$ cat src/rtl/gsu_pkg.sv
package gsu_pkg;
  typedef enum logic {
    OP_SWAP   = 1'b0,
    OP_CREATE = 1'b1
  } gsu_op_e;
endpackage

$ cat src/rtl/gsu_rr_arb.sv
module gsu_rr_arb #(
  parameter int NPORT  = 4,
  localparam int PIDX_W = $clog2(NPORT)
) (
  input  logic              clk,
  input  logic              rst_n,
  input  logic [NPORT-1:0]  req,
  output logic [NPORT-1:0]  gnt,
  output logic [PIDX_W-1:0] gnt_idx,
  output logic              gnt_any
);
  logic [PIDX_W-1:0] prio_q, prio_d;

  // Scan starting at the priority pointer; first requester wins.
  always_comb begin
    int idx;
    gnt     = '0;
    gnt_idx = '0;
    gnt_any = 1'b0;
    for (int k = 0; k < NPORT; k++) begin
      idx = int'(prio_q) + k;
      if (idx >= NPORT) idx = idx - NPORT;
      if (!gnt_any && req[idx]) begin
        gnt_any      = 1'b1;
        gnt_idx      = PIDX_W'(idx);
        gnt[idx]     = 1'b1;
      end
    end
  end

  always_comb begin
    prio_d = prio_q;
    if (gnt_any) begin
      if (gnt_idx == PIDX_W'(NPORT - 1)) prio_d = '0;
      else                              prio_d = gnt_idx + 1'b1;
    end
  end

  always_ff @(posedge clk or negedge rst_n) begin
    if (!rst_n)       prio_q <= '0;
    else if (gnt_any) prio_q <= prio_d;
  end
endmodule

$ cat src/rtl/gsu_guard_table.sv
module gsu_guard_table #(
  parameter int NGUARD = 8,
  parameter int PTR_W  = 64,
  localparam int GID_W = $clog2(NGUARD)
) (
  input  logic             clk,
  input  logic             rst_n,
  input  logic             do_create,
  input  logic             do_swap,
  input  logic [GID_W-1:0] rd_gid,
  input  logic [PTR_W-1:0] wr_ptr,
  output logic [PTR_W-1:0] rd_tail,
  output logic             rd_alloc,
  output logic             free_found,
  output logic [GID_W-1:0] free_gid
);
  logic [NGUARD-1:0] alloc_q, alloc_d;
  logic [PTR_W-1:0]  tail_q [NGUARD];

  assign rd_tail  = tail_q[rd_gid];
  assign rd_alloc = alloc_q[rd_gid];

  // Lowest-numbered free guard.
  always_comb begin
    free_found = 1'b0;
    free_gid   = '0;
    for (int g = 0; g < NGUARD; g++) begin
      if (!free_found && !alloc_q[g]) begin
        free_found = 1'b1;
        free_gid   = GID_W'(g);
      end
    end
  end

  always_comb begin
    alloc_d = alloc_q;
    if (do_create) alloc_d[free_gid] = 1'b1;
  end

  always_ff @(posedge clk or negedge rst_n) begin
    if (!rst_n)         alloc_q <= '0;
    else if (do_create) alloc_q <= alloc_d;
  end

  for (genvar g = 0; g < NGUARD; g++) begin : g_tail
    logic wen;
    logic [PTR_W-1:0] tail_d;
    assign wen    = (do_create && free_gid == GID_W'(g)) ||
                    (do_swap && rd_gid == GID_W'(g));
    assign tail_d = do_create ? '0 : wr_ptr;
    always_ff @(posedge clk or negedge rst_n) begin
      if (!rst_n)   tail_q[g] <= '0;
      else if (wen) tail_q[g] <= tail_d;
    end
  end
endmodule

$ cat src/rtl/guard_swap_unit.sv
module guard_swap_unit
  import gsu_pkg::*;
#(
  parameter int NPORT  = 4,
  parameter int NGUARD = 8,
  parameter int PTR_W  = 64,
  parameter int SEQ_W  = 16,
  localparam int PIDX_W = $clog2(NPORT),
  localparam int GID_W  = $clog2(NGUARD)
) (
  input  logic                    clk,
  input  logic                    rst_n,
  input  logic [NPORT-1:0]        req_valid,
  input  logic [NPORT-1:0]        req_op,
  input  logic [NPORT*GID_W-1:0]  req_guard,
  input  logic [NPORT*PTR_W-1:0]  req_ptr,
  output logic [NPORT-1:0]        grant,
  output logic                    rsp_valid,
  output logic [PIDX_W-1:0]       rsp_port,
  output logic                    rsp_op,
  output logic                    rsp_err,
  output logic [GID_W-1:0]        rsp_guard,
  output logic [PTR_W-1:0]        rsp_old_tail,
  output logic [SEQ_W-1:0]        rsp_seq
);
  logic [PIDX_W-1:0] gnt_idx;
  logic              gnt_any;
  gsu_op_e           sel_op;
  logic [GID_W-1:0]  sel_gid;
  logic [PTR_W-1:0]  sel_ptr;
  logic [PTR_W-1:0]  rd_tail;
  logic              rd_alloc, free_found;
  logic [GID_W-1:0]  free_gid;
  logic              is_create, create_ok, swap_ok;
  logic [SEQ_W-1:0]  seq_q;

  gsu_rr_arb #(.NPORT(NPORT)) u_arb (
    .clk(clk), .rst_n(rst_n), .req(req_valid),
    .gnt(grant), .gnt_idx(gnt_idx), .gnt_any(gnt_any)
  );

  assign sel_op  = gsu_op_e'(req_op[gnt_idx]);
  assign sel_gid = req_guard[gnt_idx*GID_W +: GID_W];
  assign sel_ptr = req_ptr[gnt_idx*PTR_W +: PTR_W];

  assign is_create = gnt_any && (sel_op == OP_CREATE);
  assign create_ok = is_create && free_found;
  assign swap_ok   = gnt_any && (sel_op == OP_SWAP) && rd_alloc;

  gsu_guard_table #(.NGUARD(NGUARD), .PTR_W(PTR_W)) u_tbl (
    .clk(clk), .rst_n(rst_n),
    .do_create(create_ok), .do_swap(swap_ok),
    .rd_gid(sel_gid), .wr_ptr(sel_ptr),
    .rd_tail(rd_tail), .rd_alloc(rd_alloc),
    .free_found(free_found), .free_gid(free_gid)
  );

  // Response next-state
  logic              v_d, op_d, err_d;
  logic [PIDX_W-1:0] port_d;
  logic [GID_W-1:0]  gid_d;
  logic [PTR_W-1:0]  tail_d;
  always_comb begin
    v_d    = gnt_any;
    port_d = gnt_idx;
    op_d   = (sel_op == OP_CREATE);
    err_d  = gnt_any && !(create_ok || swap_ok);
    gid_d  = is_create ? free_gid : sel_gid;
    tail_d = swap_ok ? rd_tail : '0;
  end

  always_ff @(posedge clk or negedge rst_n) begin
    if (!rst_n) rsp_valid <= 1'b0;
    else        rsp_valid <= v_d;
  end

  always_ff @(posedge clk or negedge rst_n) begin
    if (!rst_n) begin
      rsp_port     <= '0;
      rsp_op       <= 1'b0;
      rsp_err      <= 1'b0;
      rsp_guard    <= '0;
      rsp_old_tail <= '0;
      rsp_seq      <= '0;
    end else if (gnt_any) begin
      rsp_port     <= port_d;
      rsp_op       <= op_d;
      rsp_err      <= err_d;
      rsp_guard    <= gid_d;
      rsp_old_tail <= tail_d;
      rsp_seq      <= seq_q;
    end
  end

  always_ff @(posedge clk or negedge rst_n) begin
    if (!rst_n)       seq_q <= '0;
    else if (gnt_any) seq_q <= seq_q + 1'b1;
  end
endmodule

$ cat config.mk
export PLATFORM = sky130hd
export DESIGN_NAME = guard_swap_unit
export DESIGN_NICKNAME = d
export VERILOG_FILES = /design/src/rtl/gsu_pkg.sv /design/src/rtl/gsu_rr_arb.sv /design/src/rtl/gsu_guard_table.sv /design/src/rtl/guard_swap_unit.sv
export SDC_FILE = /design/constraint.sdc
export NUM_CORES = 1
export LEC_CHECK = 0
export ABC_CLOCK_PERIOD_IN_PS = 5200
export BUFFER_PORTS_ARGS = -buffer_cell sky130_fd_sc_hd__buf_2
export CAP_MARGIN = 20
export CORE_UTILIZATION = 50
export CTS_BUF_LIST = sky130_fd_sc_hd__clkbuf_4 sky130_fd_sc_hd__clkbuf_8 sky130_fd_sc_hd__clkbuf_16
export DETAILED_ROUTE_END_ITERATION = 8
export PLACE_DENSITY = 0.82
export REMOVE_ABC_BUFFERS = 1
export SYNTH_ARGS = -nofsm -noshare
export SYNTH_HDL_FRONTEND = slang
export SYNTH_SLANG_ARGS = --single-unit
$ cat constraint.sdc
create_clock -name clk -period 5.2 [get_ports clk]
set_input_delay 0.52 -clock clk [delete_from_list [all_inputs] [get_ports clk]]
set_output_delay 0.52 -clock clk [all_outputs]
set_load 0.02 [all_outputs]
==> impl_results.md <==
- Post-synthesis cell area: 30900 um2
- Clk slew on worst S/H paths: ~0.06 ns
- First-pass GRT wire length: about 140000 um
- Worst slew margin: ~26%
- Fin. max-slew vios: 0
- # H-tree levels: 3
- Number of synthesized flops with an enable pin: 0
- Root buf cell: clkbuf_16
- Cell variety after synth: 66
- Syn Inst Count: approximately 3000
- Max Cap Viol: 0
- Layout cell share with drive strength beyond 1: 28.7%
- RSZ-0062 raised after global routing: false
- Gp weighted congestion: 0.891
- Gr usage total: 27.8%
- Clk Latency, worst-skew pair: 0.60 ns
- Utilization after layout: around three fifths
- Period utilization: between 90% and 100%
- F_max: between 200 and 250 MHz
- Via count: around 25000
- Non-Filler Instances: just over 4000
- FFs w/ async S/R, synth: between 90% and 100%
- HPWL after DPL: between 50000 and 60000 um
- Die W: about 250 um
- Avg Cell Area, Syn: 10.3 um2
- Fill count: 4865
- P&R area growth vs syn: 15.2%
- Seq/Total Area, Yosys: a little over 50%
- Primary FF master, synth: dfrtp_1
- Required time of the critical path: around 5.7 ns
- FF+latch count, synth: around 630
- Clk sinks: about 630
- FP Rows: 90
- GRT overflow: 0
- Antenna violations before repair: 0
- Final hold slack: 0.371 ns
- Routed WL: between 80000 and 90000 um
- Buffers on Ports: between 300 and 400
- Nets: approximately 3500
- Min cycle time layout: approximately 5.0 ns
- Clock skew: about 0.018 ns
- CTS tree: yes
- Arr. time, crit path: about 5.5 ns
- DRC: 0
- Yosys Warn Count: 0
- Cells after DPL: between 3000 and 4000
- Least-Margin Pin Slew: ~1.1 ns
- IO Count: 370
- Die area: about 63000 um2
- # setup viols final: 0
- Final ANT Viol Nets: 0
- Initial core utilization: about half
- Worst-path maximum fanout: 26
- Crit start category: flip-flop
- Type of the worst min-delay path: input port to flip-flop
- Detailed Routing Iterations Pass 1: 5
- Largest net degree at the start of global routing: around 140
- DR vias/cell: around 6.1
- Setup CP Type: flip-flop to flip-flop
- Num CTS Buffers: 66
- Final Hold Viols: 0
- CORE AREA: 60700 um2
- Crit path capture type: flip-flop
- DR iter-0 viols: roughly 2200
- Chip height: around 250 um
- Number of global-route vias before repair: 24900
- Drt wl/cell: roughly 22 um
- Clock tree buffer depth: 3
- TNS Setup: 0 ns
- Outcome: finished, final reports clean
-- layout make-up --
type	instances	area, um2	share of cell area [%]
multi-input cells	2106	14200	39.8
clock buffers	96	1970	5.53
diodes	2	5.00	0.0141
flip-flops and latches	626	15700	44.0
clock inverters	21	260	0.731
inverters	16	62.6	0.176
well taps	782	978	2.75
repair buffers	423	2480	6.96
-- critical path: stages, from the launching register on --
cell and delay (ns):
dfrtp_1 0.49, inv_1 0.16, ha_1 0.45, mux4_2 0.67
nor2b_1 0.32, nor3_2 0.10, nor4_1 0.38, o32ai_2 0.19
nor3_1 0.45, o211a_2 0.46, o2bb2ai_4 0.47, buf_12 0.30
mux2_2 0.37
-- per-layer routing --
metal	track usage (%)	wire length [um]	vias to the layer above	part of all wire (%)
li1	-	-	11100	-
met2	46.7	42500	1102	48
met1	35.9	36100	12400	41
met5	0	0	-	0
met4	11.7	3120	0	3.6
met3	4.30	5980	183	6.8
-- worst paths after layout --
check / from / end / slack [ns] / cells past startpoint
max in group asynchronous: rst_n / u_tbl.tail_q[278] / 3.47 / 3
max: u_arb.prio_q[1] / u_tbl.tail_q[112] / 0.21 / 12
min in group asynchronous: rst_n / u_tbl.tail_q[496] / 0.51 / 2
max reg2reg: u_arb.prio_q[1] / u_tbl.tail_q[112] / 0.21 / 12
min: req_ptr[222] / u_tbl.tail_q[30] / 0.37 / 5
min reg2reg: rsp_seq[5] / rsp_seq[5] / 0.46 / 2
-- synthesized netlist by cell type (4+ instances only) --
cell type | instances | area [um2]
mux4_2 | 4 | 90.1
mux2_4 | 60 | 901
nor2_1 | 217 | 815
o21ai_0 | 202 | 1010
buf_4 | 18 | 135
a221o_1 | 7 | 70.1
ha_1 | 10 | 125
a22oi_1 | 5 | 37.5
mux2_2 | 309 | 3480
a22o_1 | 64 | 561
nand3_1 | 137 | 686
buf_2 | 31 | 155
and2_1 | 5 | 31.3
mux2_1 | 42 | 473
buf_6 | 13 | 146
clkbuf_1 | 158 | 593
nand2_1 | 575 | 2160
xnor2_1 | 13 | 114
mux2i_1 | 44 | 440
nand2b_1 | 6 | 37.5
or3_1 | 4 | 25.0
a21oi_1 | 4 | 20.0
nand4_1 | 8 | 50.1
nor3_1 | 6 | 30.0
a31oi_1 | 67 | 419
nor2b_1 | 68 | 425
dfrtp_1 | 626 | 15700
o22ai_1 | 63 | 394
buf_1 | 27 | 101
o211ai_1 | 7 | 52.6
o221ai_1 | 126 | 1100
inv_1 | 15 | 56.3
-- state kept, by name (all words and copies together) (netlist names) --
name and flops:
rsp_op 1, rsp_err 1, u_tbl.alloc_q 8, seq_q 16
rsp_guard 3, u_arb.prio_q 2, rsp_port 2, rsp_old_tail 64
u_tbl.tail_q 512, rsp_valid 1, rsp_seq 16
-- cell usage in the layout (no fill, tap or decap), types with 4 or more instances in the layout --
master | Yosys | layout
dfrtp_1 | 626 | 626
nand2_1 | 575 | 571
buf_2 | 31 | 368
mux2_2 | 309 | 308
nor2_1 | 217 | 216
o21ai_0 | 202 | 202
nand3_1 | 137 | 137
o221ai_1 | 126 | 126
nor2b_1 | 68 | 68
a31oi_1 | 67 | 67
clkbuf_16 | 0 | 67
a22o_1 | 64 | 64
o22ai_1 | 63 | 63
mux2_4 | 60 | 61
mux2i_1 | 44 | 43
mux2_1 | 42 | 42
buf_4 | 18 | 36
clkbuf_4 | 0 | 17
buf_12 | 0 | 17
inv_1 | 15 | 15
xnor2_1 | 13 | 13
clkbuf_8 | 0 | 12
ha_1 | 10 | 10
nand4_1 | 8 | 8
clkinv_2 | 0 | 8
a221o_1 | 7 | 7
o211ai_1 | 7 | 7
nor3_1 | 6 | 6
nand2b_1 | 6 | 5
and2_1 | 5 | 5
or3_1 | 4 | 4
mux4_2 | 4 | 4
a22oi_1 | 5 | 4
a21oi_1 | 4 | 4
bufinv_16 | 0 | 4
clkinvlp_4 | 0 | 4
-- repair_timing --
item / 4_1_cts / 5_1_grt
buffers inserted: 0 / 0
endpoints found under the hold margin: 66 / 0
gates resized for setup: 0 / 1
hold buffers: 1 / 0
setup endpoints to repair: 0 / 30
-- cell families (layout without fill, tap and decap cells) --
family / after synthesis / in the layout / share of synthesized area, %
other: 0 / 2 / 0
adder cells (fa/ha/maj): 10 / 10 / 0.405
AO/OA/AOI/OAI: 572 / 572 / 12.9
flip-flops: 626 / 626 / 50.7
XOR/XNOR: 15 / 15 / 0.425
buffers and inverters: 263 / 556 / 3.85
AND/OR/NAND/NOR: 1050 / 1050 / 14.4
multiplexers: 459 / 459 / 17.4
-- per-stage QoR --
| step | area (um2) | setup slack [ns] |
|---|---|---|
| 3_3_place_gp | 33400 | 0.487 |
| 6_report | 35600 | 0.213 |
| 5_1_grt | 35600 | 0.0357 |
| 2_1_floorplan | 29800 | -15.22 |
| 4_1_cts | 35600 | 0.247 |
| 3_5_place_dp | 33400 | 0.267 |
Power is not shown: default switching activity piles up to over one toggle a cycle in this logic, so the estimate is an artifact.
